`config.mk`:
```
export PLATFORM = sky130hd
export DESIGN_NAME = sevenseg_scanner
export DESIGN_NICKNAME = d
export VERILOG_FILES = /design/src/rtl/scan_pkg.sv /design/src/rtl/scan_ctrl.sv /design/src/rtl/scan_datapath.sv /design/src/rtl/sevenseg_scanner.sv
export SDC_FILE = /design/constraint.sdc
export NUM_CORES = 1
export LEC_CHECK = 0
export BUFFER_PORTS_ARGS = -buffer_cell sky130_fd_sc_hd__buf_2
export CAP_MARGIN = 10
export CORE_MARGIN = 3
export CORE_UTILIZATION = 30
export CTS_BUF_LIST = sky130_fd_sc_hd__clkbuf_8 sky130_fd_sc_hd__clkbuf_16
export CTS_CLUSTER_DIAMETER = 40
export DETAILED_ROUTE_END_ITERATION = 10
export GPL_TIMING_DRIVEN = 0
export SETUP_SLACK_MARGIN = 0.4
export SYNTH_ARGS = -nofsm -noshare
export SYNTH_HDL_FRONTEND = slang
export SYNTH_HIERARCHICAL = 1
export SYNTH_SLANG_ARGS = --single-unit
```
`constraint.sdc`:
```
create_clock -name clk -period 3.85 [get_ports clk]
set_input_delay 0.77 -clock clk [delete_from_list [all_inputs] [get_ports clk]]
set_output_delay 0.77 -clock clk [all_outputs]
set_load 0.02 [all_outputs]
```
`src/rtl/scan_pkg.sv`:
```
package scan_pkg;

  // Strobes from the slot sequencer to the datapath.
  typedef struct packed {
    logic sample;   // copy inputs into the shadow registers
    logic blank;    // force all segments off this cycle
    logic select;   // drive the current position's common
  } scanStrobe_t;

  localparam logic [7:0] SEG_OFF = 8'h00;

  function automatic logic [7:0] digitPattern(input logic [3:0] nib);
    logic [7:0] pat;
    case (nib)
      4'd0: pat = 8'h3F;
      4'd1: pat = 8'h06;
      4'd2: pat = 8'h5B;
      4'd3: pat = 8'h4F;
      4'd4: pat = 8'h66;
      4'd5: pat = 8'h6D;
      4'd6: pat = 8'h7D;
      4'd7: pat = 8'h07;
      4'd8: pat = 8'h7F;
      4'd9: pat = 8'h6F;
      default: pat = SEG_OFF;
    endcase
    return pat;
  endfunction

  function automatic logic [7:0] unitPattern(input logic [1:0] code);
    logic [7:0] pat;
    case (code)
      2'd0: pat = 8'h01;   // segment a
      2'd1: pat = 8'h40;   // segment g
      2'd2: pat = 8'h08;   // segment d
      default: pat = SEG_OFF;
    endcase
    return pat;
  endfunction

endpackage

```
`src/rtl/scan_ctrl.sv`:
```
module scan_ctrl
  import scan_pkg::*;
#(
  parameter int NUM_DIGITS   = 5,
  parameter int SLOT_CYCLES  = 100000,
  parameter int BLANK_CYCLES = 4,
  localparam int NUM_POS     = NUM_DIGITS + 1,
  localparam int SEL_W       = $clog2(NUM_DIGITS + 2),
  localparam int CNT_W       = $clog2(SLOT_CYCLES)
) (
  input  logic             clk,
  input  logic             rst,
  output logic [SEL_W-1:0] pos,
  output scanStrobe_t      strobe
);

  localparam logic [CNT_W-1:0] LAST_CNT  = CNT_W'(SLOT_CYCLES - 1);
  localparam logic [CNT_W-1:0] BLANK_END = CNT_W'(BLANK_CYCLES);
  localparam logic [SEL_W-1:0] LAST_POS  = SEL_W'(NUM_POS - 1);

  logic [CNT_W-1:0] slotCnt;
  logic             slotEnd;

  assign slotEnd = (slotCnt == LAST_CNT);

  always_ff @(posedge clk) begin
    if (rst) begin
      slotCnt <= '0;
      pos     <= '0;
    end else if (slotEnd) begin
      slotCnt <= '0;
      pos     <= (pos == LAST_POS) ? '0 : pos + 1'b1;
    end else begin
      slotCnt <= slotCnt + 1'b1;
    end
  end

  always_comb begin
    strobe.sample = (slotCnt == '0);
    strobe.blank  = (slotCnt == '0);
    strobe.select = (slotCnt > BLANK_END);
  end

endmodule

```
`src/rtl/scan_datapath.sv`:
```
module scan_datapath
  import scan_pkg::*;
#(
  parameter int NUM_DIGITS = 5,
  parameter int DP_W       = 3,
  localparam int VAL_W     = 4 * NUM_DIGITS,
  localparam int SEL_W     = $clog2(NUM_DIGITS + 2)
) (
  input  logic             clk,
  input  logic             rst,
  input  logic [VAL_W-1:0] bcdValue,
  input  logic [DP_W-1:0]  dpCode,
  input  logic [1:0]       unitCode,
  input  logic [SEL_W-1:0] pos,
  input  scanStrobe_t      strobe,
  output logic [7:0]       segOut,
  output logic [SEL_W-1:0] comSel
);

  localparam logic [SEL_W-1:0] IDLE_SEL = {SEL_W{1'b1}};
  localparam logic [SEL_W-1:0] UNIT_POS = SEL_W'(NUM_DIGITS);

  logic [VAL_W-1:0] valShadow;
  logic [DP_W-1:0]  dpShadow;
  logic [1:0]       unitShadow;

  logic [3:0] digitNib [NUM_DIGITS];
  logic [3:0] curNib;
  logic       dpHit;
  logic [7:0] nextSeg;

  // Position p reads the nibble at bit offset (NUM_DIGITS-1-p)*4.
  for (genvar p = 0; p < NUM_DIGITS; p++) begin : g_nib
    assign digitNib[p] = valShadow[(NUM_DIGITS-1-p)*4 +: 4];
  end

  always_comb begin
    curNib = 4'hF;
    dpHit  = 1'b0;
    for (int p = 0; p < NUM_DIGITS; p++) begin
      if (pos == SEL_W'(p)) begin
        curNib = digitNib[p];
        dpHit  = (int'(dpShadow) == NUM_DIGITS - 1 - p);
      end
    end
  end

  always_comb begin
    if (pos == UNIT_POS) begin
      nextSeg = unitPattern(unitShadow);
    end else begin
      nextSeg    = digitPattern(curNib);
      nextSeg[7] = dpHit;
    end
  end

  always_ff @(posedge clk) begin
    if (rst) begin
      valShadow  <= '0;
      dpShadow   <= '1;
      unitShadow <= '0;
      segOut     <= SEG_OFF;
      comSel     <= IDLE_SEL;
    end else begin
      if (strobe.sample) begin
        valShadow  <= bcdValue;
        dpShadow   <= dpCode;
        unitShadow <= unitCode;
      end
      segOut <= strobe.blank  ? SEG_OFF : nextSeg;
      comSel <= strobe.select ? pos     : IDLE_SEL;
    end
  end

endmodule

```
`src/rtl/sevenseg_scanner.sv`:
```
module sevenseg_scanner
  import scan_pkg::*;
#(
  parameter int NUM_DIGITS   = 5,
  parameter int DP_W         = 3,
  parameter int SLOT_CYCLES  = 100000,
  parameter int BLANK_CYCLES = 4
) (
  input  logic                               clk,
  input  logic                               rst,
  input  logic [4*NUM_DIGITS-1:0]            bcdValue,
  input  logic [DP_W-1:0]                    dpCode,
  input  logic [1:0]                         unitCode,
  output logic [7:0]                         segOut,
  output logic [$clog2(NUM_DIGITS+2)-1:0]    comSel
);

  localparam int SEL_W = $clog2(NUM_DIGITS + 2);

  logic [SEL_W-1:0] pos;
  scanStrobe_t      strobe;

  scan_ctrl #(
    .NUM_DIGITS  (NUM_DIGITS),
    .SLOT_CYCLES (SLOT_CYCLES),
    .BLANK_CYCLES(BLANK_CYCLES)
  ) u_ctrl (
    .clk   (clk),
    .rst   (rst),
    .pos   (pos),
    .strobe(strobe)
  );

  scan_datapath #(
    .NUM_DIGITS(NUM_DIGITS),
    .DP_W      (DP_W)
  ) u_dp (
    .clk     (clk),
    .rst     (rst),
    .bcdValue(bcdValue),
    .dpCode  (dpCode),
    .unitCode(unitCode),
    .pos     (pos),
    .strobe  (strobe),
    .segOut  (segOut),
    .comSel  (comSel)
  );

endmodule

```
# --- After elaboration in Yosys (flattened, before gate mapping) ---
# Memories as Yosys holds them, arrays and structs flattened.
# Cells that the tools add are included.
word_totals:
  regBits: 56
  rom_bits: 112
  in_bits: 27
  output_inout_bits: 11
  n_memories: 1
op_classes:
  n_addsub: 2
  n_lt_le_gt_ge: 1
  n_eq_ne: 12
  mux: 13
  n_bitwise: 1
  n_reduce_logical: 7
memory_table:
  columns: ["name", "words", "width", "read_ports", "rd_clocked_by_memory_dff", "write_ports", "line", "rtl"]
  rows:
  - ["(name not given)", 16, 7, 1, 0, 0, "scan_pkg.sv:14", "case (nib)"]
op_table:
  columns: ["cell", "count"]
  rows:
  - ["7-bit case mux with 3 select lines", 1]
  - ["4-bit two-way mux", 5]
  - ["17-bit by 1-bit adder with 17-bit output, second input constant", 1]
  - ["17-bit == test, second input constant", 1]
  - ["17-bit by 3-bit greater-than comparator with 1-bit output, second input constant", 1]
  - ["17-bit zero test", 1]
  - ["3-bit == test, second input constant", 5]
  - ["3-bit by 2-bit == test with 1-bit output, second input constant", 3]
  - ["8-bit two-way mux", 1]
  - ["3-bit zero test", 2]
  - ["2-bit OR reduction", 3]
  - ["1-bit two-way mux", 5]
  - ["3-bit by 1-bit adder with 3-bit output, second input constant", 1]
  - ["3-bit by 1-bit == test with 1-bit output, second input constant", 1]
  - ["3-bit two-way mux", 1]
  - ["2-bit by 1-bit == test with 1-bit output, second input constant", 1]
  - ["2-bit == test, second input constant", 1]
  - ["2-bit zero test", 1]
  - ["1-bit inverter", 1]

# --- Depth between registers and ports, before layout ---
# An unclocked memory read counts as a cell.
logic_depth:
  word_depth: 8
  depth_mapped: 10

# --- Hierarchy ---
# The synthesis kept the hierarchy.
modules_own_cells:
  columns: ["mod", "instances", "cells_each", "area_per_inst_um2", "seq_area_each_um2"]
  rows:
  - ["scan_datapath", 1, 177, 1741.7, 720.7]
  - ["scan_ctrl", 1, 115, 998.5, 400.4]

# --- Least setup slack after synthesis ---
# Ideal clock, no wire load.
synth_timing:
  kind: "register to register"
  start: "reg u_ctrl.slotCnt[14]"
  end: "reg u_dp.valShadow[0] (netlist: u_dp/digitNib[0])"
  setup_ps: 128
  arrival_time_ps: 2164
  path_slack_ps: 1558
  path_stages_with_launch: 9
  period_less_slack_ps: 2292
  path_cell_list: "dfxtp_1 > nor4_1 > nand4_1 > nor3_1 > buf_4 > clkbuf_1 > buf_2 > mux2i_1 > nor2_1"
synth_lines:
  columns: ["element", "line", "rtl"]
  rows:
  - ["from (decl)", "scan_ctrl.sv:21", "logic [CNT_W-1:0] slotCnt;"]
  - ["from (signal assigned)", "scan_ctrl.sv:34", "slotCnt <= slotCnt + 1'b1;"]
  - ["to (signal assigned)", "scan_datapath.sv:66", "valShadow <= bcdValue;"]
  - ["to (decl)", "scan_datapath.sv:23", "logic [VAL_W-1:0] valShadow;"]

==> results.md <==
* Worst path cell trace: nor4_1, nand4_1, nor3_1, buf_4, clkbuf_1, buf_2, mux2i_1, nor2_1
* Total track usage at 12.10%
* Critical path required time at 4050 ps
* Worst Hold Class: register to register
* Post-synth EDFFs at 0
* Hold Crit Endpoint: u_ctrl/slotCnt[0]
* Sw frac at between 20% and 30%
* Core area at 8806 um^2
* Worst-path clk slew at approximately 110 ps
* Number of global-route vias before repair at approximately 2100
* Crit path kind: register to register
* PD cells at 389.4 nW/um^2
* Comb pwr share at 15.9%
* Largest net degree at the start of global routing at 19
* Setup Total Neg Slack at 0 ps
* Internal at about 0.00090 W
* Core Rows at 34
* Leakage at ~1.3 nW
* Top_reg_cell synth: dfxtp_1
* Total power at 0.001237 W
* Critical path fanouts, max at 10
* Total CTS buffers at 5
* DRC at 0
* Synth top area share at 40.91%
* Hold WS at 475.7 ps
* Unrepaired setup endpoints after global routing: false
* Met3 WL at 251 um
* Max-Cap Viols at 0
* H-tree levels at 2
* Crit path DAT at 3240 ps
* Min Clock Period, post-route at 3044 ps
* M1 WL at 2.698 mm
* Hold-fix buffers, CTS at 0
* Yosys reg bits at between 50 and 60
* Starting density of the core at 31.12%
* Sequential Power Share at 51.6%
* Post-Route WL at 6.010 mm
* Ys async rst share at 0%
* IO Pins at 38
* Part of the Yosys area used for sequential elements at 40.91%
* Via Count at 2189
* Nets at roughly 370
* Die width at 101.6 um
* Cells after synthesis at 292
* Max Clock Freq at 0.3285 GHz
* VDD IR max at 0.0002181 V
* Flop2flop setup slack at between 800 and 900 ps
* Final Wtd Congestion at 0.8394
* Root buf cell: clkbuf_8
* Unique cell type count in the Yosys netlist at 56
* Clk pwr share at ~33%
* Crit share post-route at about four fifths
* Switching power at around 0.00033 W
* Critical Path Start: u_ctrl/slotCnt[13]
* Max-slew violations at 0
* Worst relative slew slack at a little over half
* R2R depth at 8
* Fin Clk Skew at about 14 ps
* First DRT Iteration DRCs at 59
* Antenna violations before repair at 0
* Hold depth at 1
* Final worst setup slack at 805.9 ps
* Area leader, netlist: dfxtp_1
* Syn Std Cell Area at approximately 2700 um^2
* Die Area at 10320 um^2
* Setup Fix Bufs, Post-CTS at 0
* # diodes at 0
* Hold Startpoint: u_ctrl/slotCnt[0]
* Actual slew at the worst max-slew pin at 676.2 ps
* Wire per inst at ~14 um
* Synth warnings at 6
* Crit. End Element: register
* Post-route ant nets at 0
* CTS resizes at 0
* Detailed Routing Iterations Pass 1 at 4
* Final count of hold timing violations at 0
* # clock sinks at 56
* Post-Place Worst Slack at 781.9 ps
* Area contributors post-synth: dfxtp_1, mux2i_1, nor2_1
* Congestion Overflow GR at 0
* Endpoint of the worst register-to-register path: u_dp/digitNib[17]
* Cell family with most CP delay: simple AND/OR/NAND/NOR gates
* Critical Path Source Type: register
* Status: finished, final reports clean
* Chip height at around 100 um
* Vias per cell at 4.919
* Crit Reg-Reg Startpoint: u_ctrl/slotCnt[13]
* P&R area growth vs syn at 15.89%
* Peak per-stage delay on the critical path at between 500 and 600 ps
* Synth Area per Inst at roughly 9.4 um^2
* Met2 wire length at 3.001 mm
* Port Buffers at 37
* First-pass GRT wire length at 10.02 mm
* TritonCTS clock tree: built
* Setup violators final at 0
* Highest Signal Layer: met4
* CTS max path bufs at 2
* Clk_lat worst skew at 310 ps
* Share of cells above drive strength 1 at 20.18%
* Syn Nets at 327
* Slowest-stage cell, CP: nor4_1
* Bufs and invs on worst path at 3
* DPL Wire Length at 4.567 mm
-- cells in the mapped netlist (2+ instances only) --
| master | instances |
|---|---|
| or4_1 | 3 |
| ha_1 | 8 |
| xor2_1 | 3 |
| o22ai_1 | 3 |
| nor4_1 | 8 |
| or3_1 | 3 |
| nand4_1 | 7 |
| a211o_1 | 3 |
| xnor2_1 | 11 |
| mux2_1 | 3 |
| o22a_1 | 2 |
| a31oi_1 | 2 |
| clkbuf_1 | 5 |
| dfxtp_1 | 56 |
| nor2b_1 | 6 |
| nor2_1 | 49 |
| a311oi_1 | 2 |
| nand3_1 | 7 |
| or4bb_1 | 2 |
| nand2_1 | 9 |
| a22oi_1 | 2 |
| buf_4 | 2 |
| o211ai_1 | 2 |
| inv_1 | 9 |
| nand2b_1 | 7 |
| nor3_1 | 7 |
| buf_2 | 7 |
| mux2i_1 | 29 |
| o21ai_1 | 4 |
| a21oi_1 | 5 |
-- worst max path at each step --
stage                     cells past startpoint           endpoint  slack, ps
after floorplan                               8   u_dp/digitNib[0]       1560
after global placement                        8   u_dp/digitNib[0]        820
after detailed placement                      8   u_dp/digitNib[3]        780
after CTS                                     8   u_dp/digitNib[3]        760
after global routing                          8   u_dp/digitNib[3]        420
final                                         8  u_dp/digitNib[17]        810
-- sequential cells by signal (all words and copies together), names as in the netlist --
signal           count
u_dp/segOut          8
u_dp/comSel          3
u_ctrl/pos           3
u_dp/dpShadow        3
u_dp/unitShadow      2
u_ctrl/slotCnt      17
u_dp/digitNib       20
-- cell usage in the layout (no fill, tap or decap), types with 2 or more instances in the layout --
cell       n
a211o_1    3
a21oi_1    5
a22oi_1    2
a311oi_1   2
a31oi_1    2
buf_2     44
buf_4      2
clkbuf_1   5
clkbuf_8   5
dfxtp_1   56
ha_1       8
inv_1      9
mux2_1     3
mux2i_1   29
nand2_1    9
nand2b_1   7
nand3_1    7
nand4_1    7
nor2_1    49
nor2b_1    6
nor3_1     7
nor4_1     8
o211ai_1   2
o21ai_1    4
o22a_1     2
o22ai_1    3
or3_1      3
or4_1      3
or4bb_1    2
xnor2_1   11
xor2_1     3
-- power by group through the flow --
| stage | clock (W) | sequential, W | combinational [W] |
|---|---|---|---|
| global route | 0.000438 | 0.000644 | 0.000220 |
| CTS | 0.000416 | 0.000639 | 0.000199 |
| floorplan | 0 | 0.000660 | 0.000130 |
| detailed placement | 0 | 0.000653 | 0.000198 |
| global placement | 0 | 0.000651 | 0.000195 |
| finish | 0.000402 | 0.000639 | 0.000196 |
-- through the flow --
stage	cell area (um^2)	util [%]	instances
detailed placement	3060	34.75	437
global placement	3060	34.75	437
finish	3176	36.06	445
floorplan	2740	-	292
global route	3176	36.06	445
CTS	3176	36.06	445
-- metal layers --
metal,vias up,GRT usage [%]
met4,0,3.374
met3,7,2.824
met1,1020,15.16
met2,37,20.77
li1,1125,-
met5,-,0
-- cells by family (layout without fill, tap and decap cells) --
kind of cell	count (synthesis)	in the layout	synth area share, %
buf+inv	25	70	4.292
mux	34	34	12.79
simple gates	120	120	23.43
xor+xnor	14	14	4.475
compound gates	35	35	10.46
fa+ha+maj	8	8	3.653
flops	56	56	40.91
-- worst reg2reg max path: stages, from the launching register on --
cell	delay, ps
dfxtp_1	360
nor4_1	520
nand4_1	240
nor3_1	400
buf_4	180
clkbuf_1	510
buf_2	430
mux2i_1	230
nor2_1	50
-- area by class of cell --
class,count,area [um^2]
timing repair buffer,37,185.2
clock inverter,3,46.29
inverter,9,33.78
multi-input combinational,211,1501
sequential,56,1121
fill,920,5630
buffer,16,83.83
tap,108,135.1
clock buffer,5,68.82
Power figures use the tool's default switching activity.
